**config.mk**
```make
export PLATFORM = sky130hd
export DESIGN_NAME = dcache_maint_ctrl
export DESIGN_NICKNAME = d
export VERILOG_FILES = /design/src/rtl/dcm_pkg.sv /design/src/rtl/dcm_hit.sv /design/src/rtl/dcm_cbuf.sv /design/src/rtl/dcache_maint_ctrl.sv
export SDC_FILE = /design/constraint.sdc
export NUM_CORES = 1
export LEC_CHECK = 0
export BUFFER_PORTS_ARGS = -buffer_cell sky130_fd_sc_hd__clkbuf_2
export CORE_MARGIN = 8
export CORE_UTILIZATION = 49
export CTS_CLUSTER_DIAMETER = 100
export DETAILED_ROUTE_END_ITERATION = 8
export HOLD_SLACK_MARGIN = 0.05
export PLACE_DENSITY = 0.82
export SLEW_MARGIN = 20
export SYNTH_ARGS = -nofsm -noshare
export SYNTH_HDL_FRONTEND = slang
export SYNTH_HIERARCHICAL = 1
export SYNTH_SLANG_ARGS = --single-unit
```
**constraint.sdc**
```tcl
create_clock -name clk -period 2.86 [get_ports clk]
set_clock_uncertainty 0.15 [all_clocks]
set_input_delay 0.143 -clock clk [delete_from_list [all_inputs] [get_ports clk]]
set_output_delay 0.143 -clock clk [all_outputs]
set_load 0.02 [all_outputs]
```
**src/rtl/dcm_pkg.sv**
```systemverilog
package dcm_pkg;
   typedef enum logic [1:0] {
      ST_IDLE  = 2'd0,
      ST_LOOK  = 2'd1,
      ST_DRAIN = 2'd2
   } dcm_state_t;

   localparam logic OP_FLUSH = 1'b0;
   localparam logic OP_INVAL = 1'b1;
endpackage

```
**src/rtl/dcm_hit.sv**
```systemverilog
module dcm_hit #(
   parameter int WAYS = 2,
   parameter int TAGW = 24,
   parameter int WAYW = 1
) (
   input  logic [WAYS*TAGW-1:0] way_tag,
   input  logic [WAYS-1:0]      way_valid,
   input  logic [WAYS-1:0]      way_dirty,
   input  logic [TAGW-1:0]      tag,
   output logic                 hit,
   output logic                 hit_dirty,
   output logic [WAYW-1:0]      hit_way
);
   logic [WAYS-1:0] match;

   for (genvar w = 0; w < WAYS; w++) begin : g_cmp
      assign match[w] = way_valid[w] && (way_tag[w*TAGW +: TAGW] == tag);
   end

   always_comb begin
      hit       = 1'b0;
      hit_dirty = 1'b0;
      hit_way   = '0;
      for (int w = WAYS - 1; w >= 0; w--) begin
         if (match[w]) begin
            hit       = 1'b1;
            hit_dirty = way_dirty[w];
            hit_way   = WAYW'(w);
         end
      end
   end
endmodule

```
**src/rtl/dcm_cbuf.sv**
```systemverilog
module dcm_cbuf #(
   parameter int LINE_WORDS = 4,
   parameter int DW         = 32,
   parameter int CNTW       = 2
) (
   input  logic                     clk,
   input  logic                     rst_n,
   input  logic                     load,
   input  logic [LINE_WORDS*DW-1:0] line_in,
   input  logic [CNTW-1:0]          drain_sel,
   input  logic [CNTW-1:0]          peek_sel,
   output logic [DW-1:0]            drain_word,
   output logic [DW-1:0]            peek_word
);
   logic [LINE_WORDS-1:0][DW-1:0] buf_q;

   for (genvar i = 0; i < LINE_WORDS; i++) begin : g_word
      always_ff @(posedge clk) begin
         if (!rst_n)    buf_q[i] <= '0;
         else if (load) buf_q[i] <= line_in[i*DW +: DW];
      end
   end

   assign drain_word = buf_q[drain_sel];
   assign peek_word  = buf_q[peek_sel];


   cb_hold_chk: assert property (@(posedge clk) disable iff (!rst_n)
      !load |=> $stable(buf_q));
endmodule

```
**src/rtl/dcache_maint_ctrl.sv**
```systemverilog
module dcache_maint_ctrl
   import dcm_pkg::*;
#(
   parameter int AW         = 32,
   parameter int DW         = 32,
   parameter int LINE_WORDS = 4,
   parameter int SETS       = 16,
   parameter int WAYS       = 2,
   localparam int BYTEB     = $clog2(DW / 8),
   localparam int CNTW      = $clog2(LINE_WORDS),
   localparam int OFFB      = CNTW + BYTEB,
   localparam int IDXW      = $clog2(SETS),
   localparam int TAGW      = AW - IDXW - OFFB,
   localparam int WAYW      = (WAYS > 1) ? $clog2(WAYS) : 1
) (
   input  logic                     clk,
   input  logic                     rst_n,
   input  logic                     req_valid,
   input  logic                     req_op,
   input  logic [AW-OFFB-1:0]       req_line,
   input  logic                     req_super,
   output logic                     req_ready,
   output logic                     acc_store,
   output logic [IDXW-1:0]          tag_idx,
   input  logic [WAYS*TAGW-1:0]     way_tag,
   input  logic [WAYS-1:0]          way_valid,
   input  logic [WAYS-1:0]          way_dirty,
   output logic [WAYW-1:0]          line_way,
   input  logic [LINE_WORDS*DW-1:0] line_data,
   output logic                     inv_valid,
   output logic [IDXW-1:0]          inv_idx,
   output logic [WAYW-1:0]          inv_way,
   output logic                     mem_wr_valid,
   output logic [AW-1:0]            mem_wr_addr,
   output logic [DW-1:0]            mem_wr_data,
   input  logic                     mem_wr_ready,
   input  logic                     mem_wr_err,
   output logic                     done,
   output logic                     priv_fault,
   output logic                     mcheck,
   output logic                     err_sticky,
   input  logic                     err_clr,
   input  logic [CNTW-1:0]          cb_rd_sel,
   output logic [DW-1:0]            cb_rd_data
);
   if (DW < 8 || (DW % 8) != 0 || (1 << BYTEB) != DW / 8) begin : g_bad_dw
      $error("DW must be a power-of-two multiple of 8");
   end
   if (LINE_WORDS < 2 || (1 << CNTW) != LINE_WORDS) begin : g_bad_lw
      $error("LINE_WORDS must be a power of two of at least 2");
   end
   if (SETS < 2 || (1 << IDXW) != SETS) begin : g_bad_sets
      $error("SETS must be a power of two of at least 2");
   end
   if (WAYS < 1 || TAGW < 1) begin : g_bad_geom
      $error("WAYS must be positive and the address must leave tag bits");
   end

   dcm_state_t           state_q;
   logic                 op_q, super_q;
   logic [AW-OFFB-1:0]   line_q;
   logic [CNTW-1:0]      cnt_q;
   logic                 done_q, fault_q, mcheck_q, sticky_q;
   logic                 hit, hit_dirty, allowed, load_cb, err_evt, last_evt;
   logic [WAYW-1:0]      hit_way;
   logic [DW-1:0]        drain_word;

   assign tag_idx   = line_q[IDXW-1:0];
   assign req_ready = (state_q == ST_IDLE);
   assign acc_store = (req_op == OP_INVAL);

   dcm_hit #(.WAYS(WAYS), .TAGW(TAGW), .WAYW(WAYW)) hit_i (
      .way_tag   (way_tag),
      .way_valid (way_valid),
      .way_dirty (way_dirty),
      .tag       (line_q[AW-OFFB-1:IDXW]),
      .hit       (hit),
      .hit_dirty (hit_dirty),
      .hit_way   (hit_way)
   );

   assign allowed   = !(op_q == OP_INVAL && !super_q);
   assign line_way  = hit_way;
   assign inv_valid = (state_q == ST_LOOK) && allowed && hit;
   assign inv_idx   = tag_idx;
   assign inv_way   = hit_way;
   assign load_cb   = inv_valid && (op_q == OP_FLUSH) && hit_dirty;

   dcm_cbuf #(.LINE_WORDS(LINE_WORDS), .DW(DW), .CNTW(CNTW)) cbuf_i (
      .clk        (clk),
      .rst_n      (rst_n),
      .load       (load_cb),
      .line_in    (line_data),
      .drain_sel  (cnt_q),
      .peek_sel   (cb_rd_sel),
      .drain_word (drain_word),
      .peek_word  (cb_rd_data)
   );

   assign mem_wr_valid = (state_q == ST_DRAIN);
   assign mem_wr_addr  = {line_q, cnt_q, BYTEB'(0)};
   assign mem_wr_data  = drain_word;
   assign err_evt      = mem_wr_valid && mem_wr_ready && mem_wr_err;
   assign last_evt     = mem_wr_valid && mem_wr_ready && !mem_wr_err
                         && (cnt_q == CNTW'(LINE_WORDS - 1));

   always_ff @(posedge clk) begin
      if (!rst_n) begin
         state_q  <= ST_IDLE;
         op_q     <= OP_FLUSH;
         super_q  <= 1'b0;
         line_q   <= '0;
         cnt_q    <= '0;
         done_q   <= 1'b0;
         fault_q  <= 1'b0;
         mcheck_q <= 1'b0;
      end else begin
         done_q   <= 1'b0;
         fault_q  <= 1'b0;
         mcheck_q <= 1'b0;
         unique case (state_q)
            ST_IDLE: begin
               if (req_valid) begin
                  op_q    <= req_op;
                  super_q <= req_super;
                  line_q  <= req_line;
                  state_q <= ST_LOOK;
               end
            end
            ST_LOOK: begin
               cnt_q <= '0;
               if (load_cb) begin
                  state_q <= ST_DRAIN;
               end else begin
                  fault_q <= !allowed;
                  done_q  <= 1'b1;
                  state_q <= ST_IDLE;
               end
            end
            ST_DRAIN: begin
               if (err_evt) begin
                  mcheck_q <= 1'b1;
                  done_q   <= 1'b1;
                  state_q  <= ST_IDLE;
               end else if (last_evt) begin
                  done_q  <= 1'b1;
                  state_q <= ST_IDLE;
               end else if (mem_wr_ready) begin
                  cnt_q <= cnt_q + 1'b1;
               end
            end
            default: state_q <= ST_IDLE;
         endcase
      end
   end

   always_ff @(posedge clk) begin
      if (!rst_n)       sticky_q <= 1'b0;
      else if (err_evt) sticky_q <= 1'b1;
      else if (err_clr) sticky_q <= 1'b0;
   end

   assign done       = done_q;
   assign priv_fault = fault_q;
   assign mcheck     = mcheck_q;
   assign err_sticky = sticky_q;


   wr_hold_chk: assert property (@(posedge clk) disable iff (!rst_n)
      mem_wr_valid && !mem_wr_ready |=> mem_wr_valid && $stable(mem_wr_addr) && $stable(mem_wr_data));

   user_inval_chk: assert property (@(posedge clk) disable iff (!rst_n)
      priv_fault |-> done && !mem_wr_valid);

   mcheck_done_chk: assert property (@(posedge clk) disable iff (!rst_n)
      mcheck |-> done && err_sticky);

   sticky_keep_chk: assert property (@(posedge clk) disable iff (!rst_n)
      err_sticky && !err_clr |=> err_sticky);

   busy_ready_chk: assert property (@(posedge clk) disable iff (!rst_n)
      (mem_wr_valid || inv_valid) |-> !req_ready);

   done_single_chk: assert property (@(posedge clk) disable iff (!rst_n)
      done |=> !done);

   err_stop_chk: assert property (@(posedge clk) disable iff (!rst_n)
      mem_wr_valid && mem_wr_ready && mem_wr_err |=> !mem_wr_valid);
endmodule

```
==> results of run 1 <==
-- cells in the mapped netlist, drive strengths merged --
master and n:
nand4bb 1, nor2b 131, dfxtp 166, inv 5, xor2 14, mux4 64
clkbuf 16, nor3 2, o21bai 1, nor2 4, or2 1, a211oi 1
nand2b 2, a21oi 34, o22ai 1, buf 49, and4b 1, nand4 11
nand2 69, nor4 4, ha 4, and2 1, and3 2, xnor2 34
nand3 4, o21ai 1, mux2i 130, conb 1
-- critical path: cells and delay by family, from the launching register on --
kind                      cells  cell delay, ps
xor gates and xnor gates      1             200
buffers and inverters         1             290
DFF                           1             350
muxes                         2             510
and+or+nand+nor               5            1030
-- power breakdown --
group / total [uW] / switching [uW] / internal [uW] / leakage [uW]
Sequential: 2380 / 37.0 / 2340 / 0.00135
Combinational: 721 / 324 / 397 / 0.00337
Clock: 2250 / 1090 / 1160 / 0.000266
Total: 5350 / 1450 / 3890 / 0.00498
-- worst paths after layout --
check,start,cells after the start,endpoint
max,line_q[23],9,cbuf_i/buf_q[53]
min,rst_n,3,cbuf_i/buf_q[123]
max reg2reg,line_q[23],9,cbuf_i/buf_q[53]
min reg2reg,super_q,2,super_q
-- cells by family after synthesis --
group	synth area share (%)
flops	38.98
xor+xnor	4.931
fa+ha+maj	0.5871
simple gates	15.03
buf+inv	5.738
compound gates	2.348
mux	32.35
other cells	0.04398
-- per-layer routing --
layer	GRT usage [%]	vias to the layer above	share of wire, %
li1	-	3587	-
met1	29.26	3852	35
met2	50.60	436	51
met3	10.61	100	9.0
met4	14.94	2	4.2
met5	0	-	0.025
-- through the flow --
stage	util (%)	hold slack [ps]
after floorplan	-	129.0
after global placement	59.55	215.0
after detailed placement	59.55	222.6
after CTS	72.35	149.9
after global routing	73.39	162.5
final	73.39	121.8
-- what timing repair did --
| action | in CTS | in global routing |
|---|---|---|
| setup endpoints to repair | 0 | 105 |
| hold endpoints to repair | 164 | 0 |
| setup buffers | 0 | 6 |
| resized for setup | 0 | 22 |
| hold buffers | 163 | 0 |
-- flip-flops by register name, summed over array words and instances (netlist names) --
signal	flops
cbuf_i/buf_q	128
cnt_q	2
done	1
err_sticky	1
line_q	28
mcheck	1
op_q	1
priv_fault	1
state_q	2
super_q	1
-- final cells by class --
type,count,area [um2],area share [%]
diodes,4,10.01,0.07940
clock buffers,18,429.2,3.404
clock inverters,14,137.6,1.092
inverters,5,18.77,0.1489
multi-input cells,519,4788,37.99
flip-flops and latches,166,3334,26.45
well taps,225,281.5,2.233
repair buffers,517,3606,28.61
==> out/summary.md, run 1 <==
## Global routing
• aggregate global routing overflow: 0
• largest net degree at the start of global routing: 134
• antenna violations before repair: 5
• first-pass GRT wire length: 49110 um
• GR Util All Layers: 28.71%
• vias in the first global route: 8853

## Critical path
• largest fanout of any net on the critical path: 50
• WP data arrival: 2870 ps
• Critical Path Source Type: flip-flop
• Setup CP Type: reg2reg
• Worst path slowest cell: sky130_fd_sc_hd__dfxtp_2
• library cell appearing most often on the critical path: sky130_fd_sc_hd__nand4_1
• required time of the critical path: 3020 ps
• Critical Path Max Stage Delay: 350 ps
• sequence of cells on the critical path: xnor2_1, nand4_1, nor4_2, nand4_1, mux2i_1, and4b_4, buf_16, mux2i_2, nor2b_1
• Critical Path Sink Type: flip-flop
• reg-to-reg slack, setup: 150 ps

## Cells and area
• synthesis-to-layout area growth: 47.86%
• number of standard cells in the final layout excluding fillers: 1468
• post-layout instance area: 0.01261 mm2
• share of layout cells above drive strength 1: 37.77%
• commonest non-fill, non-tap cells in the layout: sky130_fd_sc_hd__clkbuf_2, sky130_fd_sc_hd__dlygate4sd3_1, sky130_fd_sc_hd__dfxtp_1
• number of nets at the end of the flow: 1448
• most common cell after layout, fill and taps aside: sky130_fd_sc_hd__clkbuf_2
• filler cell count: 1127

## Floorplanning
• width of the chip: 147.9 um
• number of core rows: 48
• overall die height: 147.9 um
• starting density of the core: 49.64%
• num ports: 332
• Std-Cell Core Area: 0.01718 mm2
• die footprint: 0.02188 mm2

## Routing
• DR vias/cell: 5.434
• drt initial violations: 492
• remaining antenna violation count: 0
• detailed-route wire length per cell: 21.94 um
• DRT Pass-1 Iters: 5
• drt drc: 0
• Routed WL: 32210 um
• number of vias after detailed routing: 7977

## Place
• I/O Buffers: 329
• pre-CTS WS: 172.5 ps
• post-place instance area: 0.01023 mm2
• dpl hpwl: 19310 um
• weighted congestion at the end of routability-driven global placement: 0.8158
• Placed Cells incl. Taps: 1262

## Synth
• synthesized cell area: 0.008526 mm2
• sequential-to-total area share from yosys stat: 38.98%
• Syn. warnings: 6
• Avg Synthesized Cell Area: 11.31 um2
• area share of the largest cell type after synthesis: 38.98%
• Yosys top cell by area: sky130_fd_sc_hd__dfxtp_1
• number of distinct library cells after synthesis: 34
• synth top area cells: sky130_fd_sc_hd__dfxtp_1, sky130_fd_sc_hd__mux4_2, sky130_fd_sc_hd__mux2i_1, sky130_fd_sc_hd__nor2b_1, sky130_fd_sc_hd__xnor2_1
• total of flip-flops plus latches after synthesis: 166
• cell count after synthesis: 754

## Clock tree
• clock tree from TritonCTS: done
• buffer type at the clock tree root: sky130_fd_sc_hd__clkbuf_16
• Skew-Pair Late Insertion Delay: 430 ps
• TritonCTS buffer count: 17
• Num Clock Sinks: 166
• Clock Tree Buf Depth: 2
• number of levels in the clock H-tree: 4
• post-CTS clock slew at the launch and capture registers of the worst setup and hold paths: 70 ps

## STA
• RSZ-0062 raised after global routing: no
• final critical delay including setup and external delays: 2705 ps
• fmax: 0.3697 GHz
• total negative setup slack: 0 ps
• worst relative slew slack: 53.38%
• worst path setup slack after routing: 154.8 ps
• Final Cycle Share: 94.59%
• Setup Viol. Count Final: 0
• Final Hold Violating Endpoints: 0
• actual slew at the worst max-slew pin: 699.3 ps
• count of final max-slew check failures: 0

## Power
• Peak VDD IR: 0.0004178 V
• total chip power: 5347 uW
• leakage power of the design: 0.004984 uW
• areal power density over the cells: 424.2 mW/mm2

## Hold path
• worst min path class: in2reg

## Outcome
• status: complete, no violations

## Job
• max-cap violation count: 0

Power figures use the tool's default switching activity.
==> inputs of run 2 (changes only) <==
--- a/constraint.sdc
+++ b/constraint.sdc
@@ -4,2 +4,2 @@
 set_output_delay 0.143 -clock clk [all_outputs]
-set_load 0.02 [all_outputs]
+set_load 0.05 [all_outputs]
==> run 2 against run 1 <==
  * Cell area up 0.28%
  * First-iteration DRC count down 1.4%
  * Total power rose by 7.4%
  * Count of clock-buffer cells in the layout is the same
  * Wire length shrank 1.2%
  * Global-route usage is 0.28 points lower
  * Critical endpoint is now cbuf_i/buf_q[8]
==> out/summary.md, run 2 (same netlist as run 1, synthesis figures left out) <==
## Cells and area
• number of nets at the end of the flow: 1454
• most common cell after layout, fill and taps aside: sky130_fd_sc_hd__clkbuf_2
• synthesis-to-layout area growth: 48.27%
• final core utilization: 73.59%
• top flop regs: cbuf_i/buf_q (128), line_q (28)
• commonest non-fill, non-tap cells in the layout: sky130_fd_sc_hd__clkbuf_2, sky130_fd_sc_hd__dlygate4sd3_1, sky130_fd_sc_hd__dfxtp_1
• max FFs per register: 128
• most flop-heavy register: cbuf_i/buf_q
• share of layout cells above drive strength 1: 37.11%

## Global routing
• vias in the first global route: 8752
• first-pass GRT wire length: 48490 um
• grt met3 use: 9.508%
• antenna violations before repair: 3
• aggregate global routing overflow: 0
• GRT met2 Usage: 50.44%
• routing layer with the top usage in global route: met2
• fraction of met1 tracks used by global routing: 29.46%
• GR Util All Layers: 28.43%
• largest net degree at the start of global routing: 64

## STA
• total negative setup slack: 0 ps
• worst relative slew slack: 53.28%
• Final Cycle Share: 95.40%
• Final Hold Violating Endpoints: 0
• final critical delay including setup and external delays: 2728 ps
• worst path setup slack after routing: 131.5 ps
• fmax: 0.3665 GHz
• RSZ-0062 raised after global routing: no
• Setup Viol. Count Final: 0
• count of final max-slew check failures: 0
• actual slew at the worst max-slew pin: 699.8 ps

## Critical path
• Critical Path Sink Type: flip-flop
• reg-to-reg slack, setup: 130 ps
• crit path from: line_q[9]
• number of cells traversed by the worst register-to-register path: 10
• required time of the critical path: 3020 ps
• end of the worst register-to-register path: cbuf_i/buf_q[8]
• Critical Path Source Type: flip-flop
• WP data arrival: 2890 ps
• Setup CP Type: reg2reg
• largest fanout of any net on the critical path: 18
• endpoint of the most critical setup path: cbuf_i/buf_q[8]
• worst reg2reg startpoint: line_q[9]

## Routing
• number of vias after detailed routing: 7916
• drt initial violations: 485
• DRT Pass-1 Iters: 5
• Routed WL: 31830 um
• remaining antenna violation count: 0
• detailed-route wire length per cell: 21.62 um
• DR vias/cell: 5.378
• drt drc: 0

## Floorplanning
• overall die height: 147.9 um
• num ports: 332
• die footprint: 0.02188 mm2
• starting density of the core: 49.64%
• width of the chip: 147.9 um
• number of core rows: 48
• Std-Cell Core Area: 0.01718 mm2

## Clock tree
• post-CTS clock slew at the launch and capture registers of the worst setup and hold paths: 70 ps
• buffer type at the clock tree root: sky130_fd_sc_hd__clkbuf_16
• Clock Tree Buf Depth: 2
• clock tree from TritonCTS: done
• TritonCTS buffer count: 17
• number of levels in the clock H-tree: 4
• Num Clock Sinks: 166
• Skew-Pair Late Insertion Delay: 430 ps

## Job
• max-cap violation count: 0

## Place
• pre-CTS WS: 99.74 ps
• dpl hpwl: 19350 um
• weighted congestion at the end of routability-driven global placement: 0.8171
• I/O Buffers: 329

## Power
• leakage power of the design: 0.005031 uW
• Peak VDD IR: 0.0004091 V
• areal power density over the cells: 454.5 mW/mm2

## Hold path
• worst min path class: reg2reg

## Outcome
• status: complete, no violations

## run 2: cell types whose count changed in the layout (fill, tap and decap cells not counted), moves of 3 or more
cell / previous run / this run
sky130_fd_sc_hd__inv_8: 5 / 1
sky130_fd_sc_hd__clkinvlp_4: 4 / 1
sky130_fd_sc_hd__mux2i_2: 4 / 0
sky130_fd_sc_hd__buf_12: 5 / 9
sky130_fd_sc_hd__dfxtp_1: 157 / 160
sky130_fd_sc_hd__buf_4: 16 / 21
sky130_fd_sc_hd__dfxtp_2: 9 / 6
sky130_fd_sc_hd__bufinv_16: 0 / 4
sky130_fd_sc_hd__inv_6: 2 / 5
sky130_fd_sc_hd__mux2i_1: 124 / 130
sky130_fd_sc_hd__buf_16: 3 / 0
## run 2: worst min path at each step
| stage | depth (start not counted) | slack, ps | to | from |
|---|---|---|---|---|
| 5_1_grt | 4 | 330 | line_q[10] | req_line[10] |
| 3_5_place_dp | 3 | 220 | line_q[19] | req_line[19] |
| 4_1_cts | 2 | 310 | super_q | super_q |
| 2_1_floorplan | 2 | 130 | super_q | req_super |
| 3_3_place_gp | 3 | 220 | line_q[19] | req_line[19] |
| 6_report | 2 | 310 | super_q | super_q |
## run 2: per-layer routing
metal	wire, um	part of all wire, %
met1	11200	35
met2	16420	52
met3	2843	8.9
met4	1355	4.3
met5	8	0.025
## run 2: power breakdown
group          internal (uW)  switching (uW)  total (uW)
logic                    394             403         798
registers               2340            36.0        2370
clock network           1520            1060        2570
## run 2: through the flow
stage          cell area, um2  instances  power [uW]  hold slack, ps
6_report                12640       1472        5745           310.8
2_1_floorplan            8529        755        2774           129.0
3_5_place_dp            10270       1268        3023           222.2
5_1_grt                 12640       1472        5913           334.7
3_3_place_gp            10270       1268        3021           215.3
4_1_cts                 12570       1464        5729           309.5
## run 2: area by class of cell
cell class	instances	area, um2
Clock inverter	14	212.7
Antenna cell	2	5.005
Fill cell	1131	4536
Multi-Input combinational cell	519	4727
Inverter	5	18.77
Clock buffer	18	439.2
Sequential cell	166	3331
Timing Repair Buffer	523	3626
Tap cell	225	281.5
## run 2: critical path, cell delays in order (launching register included)
cell,delay [ps]
sky130_fd_sc_hd__dfxtp_1,450
sky130_fd_sc_hd__xnor2_1,170
sky130_fd_sc_hd__nand4_1,120
sky130_fd_sc_hd__nor4_1,230
sky130_fd_sc_hd__nand4_1,210
sky130_fd_sc_hd__mux2i_1,200
sky130_fd_sc_hd__and4b_4,370
sky130_fd_sc_hd__buf_12,170
sky130_fd_sc_hd__buf_12,180
sky130_fd_sc_hd__mux2i_1,270
sky130_fd_sc_hd__nor2b_1,80
## run 2: repair_timing
item	in CTS	in global routing
setup buffers	0	6
setup endpoints to repair	0	82
hold endpoints to repair	165	0
hold buffers	164	0
gates resized for setup	0	5
